--- config.mk ---
export PLATFORM = sky130hd
export DESIGN_NAME = tot_detector
export DESIGN_NICKNAME = d
export VERILOG_FILES = /design/src/rtl/tot_pkg.sv /design/src/rtl/tot_history.sv /design/src/rtl/tot_fill.sv /design/src/rtl/tot_judge.sv /design/src/rtl/tot_detector.sv
export SDC_FILE = /design/constraint.sdc
export NUM_CORES = 1
export LEC_CHECK = 0
export ABC_CLOCK_PERIOD_IN_PS = 1300
export BUFFER_PORTS_ARGS = -buffer_cell sky130_fd_sc_hd__buf_2
export CORE_AREA = 2 2 39 41
export CTS_BUF_LIST = sky130_fd_sc_hd__clkbuf_2 sky130_fd_sc_hd__clkbuf_4 sky130_fd_sc_hd__clkbuf_8
export DETAILED_ROUTE_END_ITERATION = 12
export DIE_AREA = 0 0 41 43
export GPL_ROUTABILITY_DRIVEN = 0
export MAX_ROUTING_LAYER = met4
export PLACE_DENSITY_LB_ADDON = 0.08
export SYNTH_ARGS = -nofsm -noshare
export SYNTH_HDL_FRONTEND = slang
export SYNTH_SLANG_ARGS = --single-unit
export TNS_END_PERCENT = 30
--- constraint.sdc ---
create_clock -name clk_i -period 1.3 [get_ports clk_i]
set_clock_uncertainty 0.15 [all_clocks]
set_input_delay 0.195 -clock clk_i [delete_from_list [all_inputs] [get_ports clk_i]]
set_output_delay 0.195 -clock clk_i [all_outputs]
set_load 0.05 [all_outputs]
--- src/rtl/tot_pkg.sv ---
package tot_pkg;
  localparam int unsigned WIN_LEN_DEF  = 3;
  localparam int unsigned HIT_ONES_DEF = 2;
endpackage

--- src/rtl/tot_history.sv ---
module tot_history #(
  parameter int unsigned DEPTH = 2
) (
  input  logic             clk_i,
  input  logic             rst_ni,
  input  logic             shift_i,
  input  logic             bit_i,
  output logic [DEPTH-1:0] hist_o
);
  logic [DEPTH-1:0] stage_q;

  // stage_q[0] is the newest stored bit
  for (genvar i = 0; i < DEPTH; i++) begin : g_stage
    logic d;
    if (i == 0) begin : g_head
      assign d = bit_i;
    end else begin : g_tail
      assign d = stage_q[i-1];
    end
    always_ff @(posedge clk_i or negedge rst_ni) begin
      if (!rst_ni)      stage_q[i] <= 1'b0;
      else if (shift_i) stage_q[i] <= d;
    end
  end

  assign hist_o = stage_q;
endmodule

--- src/rtl/tot_fill.sv ---
module tot_fill #(
  parameter int unsigned LIMIT = 2
) (
  input  logic clk_i,
  input  logic rst_ni,
  input  logic step_i,
  output logic full_o
);
  localparam int unsigned CNT_W = (LIMIT < 2) ? 1 : $clog2(LIMIT + 1);
  localparam logic [CNT_W-1:0] CNT_MAX = CNT_W'(LIMIT);

  logic [CNT_W-1:0] cnt_q;

  always_ff @(posedge clk_i or negedge rst_ni) begin
    if (!rst_ni)                       cnt_q <= '0;
    else if (step_i && cnt_q != CNT_MAX) cnt_q <= cnt_q + 1'b1;
  end

  assign full_o = (cnt_q == CNT_MAX);
endmodule

--- src/rtl/tot_judge.sv ---
module tot_judge #(
  parameter int unsigned DEPTH    = 2,
  parameter int unsigned HIT_ONES = 2
) (
  input  logic             valid_i,
  input  logic             full_i,
  input  logic [DEPTH-1:0] hist_i,
  input  logic             bit_i,
  output logic             hit_o
);
  localparam int unsigned SUM_W = $clog2(DEPTH + 2);

  logic [SUM_W-1:0] ones;

  always_comb begin
    ones = SUM_W'(bit_i);
    for (int i = 0; i < DEPTH; i++) ones = ones + SUM_W'(hist_i[i]);
  end

  assign hit_o = valid_i && full_i && (ones == SUM_W'(HIT_ONES));
endmodule

--- src/rtl/tot_detector.sv ---
module tot_detector
  import tot_pkg::*;
#(
  parameter int unsigned WIN_LEN  = WIN_LEN_DEF,
  parameter int unsigned HIT_ONES = HIT_ONES_DEF
) (
  input  logic clk_i,
  input  logic rst_ni,
  input  logic valid_i,
  input  logic data_i,
  output logic detect_o
);
  localparam int unsigned HIST_W = WIN_LEN - 1;

  logic [HIST_W-1:0] hist_q;
  logic              fill_full;

  tot_history #(.DEPTH(HIST_W)) u_hist (
    .clk_i  (clk_i),
    .rst_ni (rst_ni),
    .shift_i(valid_i),
    .bit_i  (data_i),
    .hist_o (hist_q)
  );

  tot_fill #(.LIMIT(HIST_W)) u_fill (
    .clk_i (clk_i),
    .rst_ni(rst_ni),
    .step_i(valid_i),
    .full_o(fill_full)
  );

  tot_judge #(.DEPTH(HIST_W), .HIT_ONES(HIT_ONES)) u_judge (
    .valid_i(valid_i),
    .full_i (fill_full),
    .hist_i (hist_q),
    .bit_i  (data_i),
    .hit_o  (detect_o)
  );
endmodule

==> results.yml <==
status:
  status: "complete, but fails checks"
  violations: "negative setup slack"
worst_setup_path:
  max_stage_delay_ns: 0.48
  timing.critical_path.cells: "inv_2 -> fa_1 -> and4b_4 -> buf_8"
  critPathArrivalTime_ns: 1.47
  crit_path_start_kind: "register"
  crit_buf_inv: 2
  r2r_slack_ns: 0.08
  cp_top_family: "adder cells"
  critPathRequiredTime_ns: 0.95
  end_kind: "output port"
  cp_max_fo: 2
  worst-setup-path-type: "reg -> out"
  worst_path_max_delay_cell: "fa_1"
floorplan:
  core_area_um2: 1380
  core.rowCount: 14
  die_w_um: 41
  die_area_um2: 1760
  die_height_um: 43
  initial_core_util_pct: 15.4
  ios: 5
sta:
  setup_ws_ns: -0.514
  rsz0062_at_grt: "true"
  final_hold_viol_count: 0
  setup_viol: 1
  max_slew.worst_pin.slew_ns: 0.159
  max_freq_mhz: 551
  maxSlewHeadroom_pct: 89.3
  period_minus_slack_ns: 1.81
  slew_viol_final: 0
  finalCritPeriodShare_pct: 140
clock_network:
  h-tree-depth: 1
  cts.clk_slew.worst_paths_ns: 0.03
  cts_tree: "done"
  cts_buffers: 3
  cts_setup_buffers: 0
  insertion_delay_ns: 0.23
  numClockSinks: 4
  cts.path.max_buffers: 2
  cts.root.buffer_cell: "clkbuf_4"
global_routing:
  grt_pass1_wl_um: 683
  gr-total-overflow: 0
  antenna_found_initial: 0
  grt_usage_pct: 6.21
  grt_pass1_vias: 187
  grt_max_degree: 7
synth:
  ys_warn_count: 0
  syn_nets: 25
  ys_ff_latch: 4
  avgSynthCellArea_um2: 11.2
  netlist_area_um2: 213
  ys_seq_area_share_pct: 47.1
  syn_inst: 19
  synth.distinct_cells: 10
place:
  place_hpwl_um: 278
  port_buffers: 4
  dpl_cell_area_um2: 270
power_and_ir_drop:
  p_leak_uw: 0.000155
  ir_drop_v: 0.000680
  power_density_nw_per_um2: 1720
drt:
  post_drt_wl_per_cell_um: 7.18
  dr.first_iter.drc_count: 2
  first_pass_iters: 2
  ant_nets: 0
  via_per_inst: 3.40
  drc: 0
  vias: 153
  wl_um: 323
finish:
  nFillCells: 156
  area_growth_pct: 48.2
  layout_commonest_cell: "dfrtp_1"
  final_area_um2: 315
  n_antenna_cell: 0
  final_util_pct: 22.8
  final_cell_mix: "4 x dfrtp_1, 3 x inv_1, 3 x clkbuf_4, 3 x buf_2"
  drive_gt1_share_pct: 48.3
  fin_nets: 37
worst_hold_path:
  hold_path.class: "in -> reg"
run:
  cap_viol_max_count: 0
[state kept, by name (all words and copies together), names as in the netlist]
signal            cells
u_fill.cnt_q          2
u_hist.hist_o         1
u_hist.g_stage.d      1
[routing by layer]
metal | routed length [µm] | track usage (%) | vias to the layer above
met5 | 0 | - | -
met4 | 0 | 2.00 | 0
met3 | 28 | 6.28 | 0
met2 | 143 | 7.81 | 3
met1 | 152 | 6.56 | 71
li1 | - | - | 79
[kinds of logic (layout without fill, tap and decap cells)]
group / count (synthesis) / after routing / share of synthesized area, %
buf+inv: 5 / 15 / 8.82
xor+xnor: 1 / 1 / 4.12
fa+ha+maj: 2 / 2 / 15.3
mux: 1 / 1 / 4.71
compound gates: 2 / 2 / 4.71
flops: 4 / 4 / 47.1
simple gates: 4 / 4 / 15.3
[worst min-delay path, delay by kind of cell]
kind                   cells  cell delay (ns)
and+or+nand+nor            1             0.04
buffers and inverters      1             0.09
AOI/OAI and AO/OA          1             0.07
[worst paths after layout]
check	end	startpoint	cells past startpoint
max in group asynchronous	u_hist.hist_o[1]$_DFFE_PN0P_	rst_ni	2
hold reg to reg	u_hist.hist_o[1]$_DFFE_PN0P_	u_hist.g_stage[1].d$_DFFE_PN0P_	2
setup reg to reg	u_fill.cnt_q[1]$_DFFE_PN0P_	u_fill.cnt_q[1]$_DFFE_PN0P_	4
setup / recovery	detect_o	u_hist.g_stage[1].d$_DFFE_PN0P_	4
min in group asynchronous	u_fill.cnt_q[0]$_DFFE_PN0P_	rst_ni	2
hold / removal	u_hist.g_stage[1].d$_DFFE_PN0P_	data_i	3
[through the flow]
| stage | cells | setup TNS [ns] | hold slack (ns) | power, µW | setup slack (ns) |
|---|---|---|---|---|---|
| after floorplan | 19 | -0.226 | -0.251 | 311 | -0.226 |
| after global placement | 41 | -0.374 | -0.146 | 389 | -0.374 |
| after detailed placement | 41 | -0.378 | -0.145 | 388 | -0.378 |
| after CTS | 45 | -0.530 | 0.0660 | 551 | -0.530 |
| after global routing | 45 | -0.602 | 0.0969 | 610 | -0.592 |
| final | 45 | -0.514 | 0.0659 | 541 | -0.514 |
[synthesized netlist by cell type]
cell type | count | area [µm²]
xnor2_1 | 1 | 8.76
ha_1 | 1 | 12.5
fa_1 | 1 | 20.0
inv_1 | 5 | 18.8
o21ai_0 | 2 | 10.0
and4b_2 | 1 | 11.3
dfrtp_1 | 4 | 100
mux2i_1 | 1 | 10.0
nor2b_4 | 1 | 13.8
nand2_1 | 2 | 7.51
[power by group]
part | internal [µW] | switching, µW | leakage (µW) | total [µW]
Clock | 103 | 41.8 | 0.0000138 | 144
Sequential | 166 | 16.2 | 0.0000478 | 182
Combinational | 121 | 93.7 | 0.0000938 | 215
[area by class of cell]
type	count	area [µm²]	share of cell area [%]
Sequential cell	4	100	31.7
Multi-Input combinational cell	10	98.8	31.3
Timing Repair Buffer	7	55.1	17.5
Clock buffer	3	22.5	7.14
Tap cell	16	20.0	6.35
Inverter	5	18.8	5.95
[repair_timing]
action | in CTS | in global routing
endpoints found under the hold margin | 4 | 0
resized for setup | 4 | 2
pin swaps | 0 | 0
hold buffers | 1 | 0
setup endpoints to repair | 1 | 2
gates cloned | 0 | 0
No activity file was read; power rests on OpenSTA's default activity.
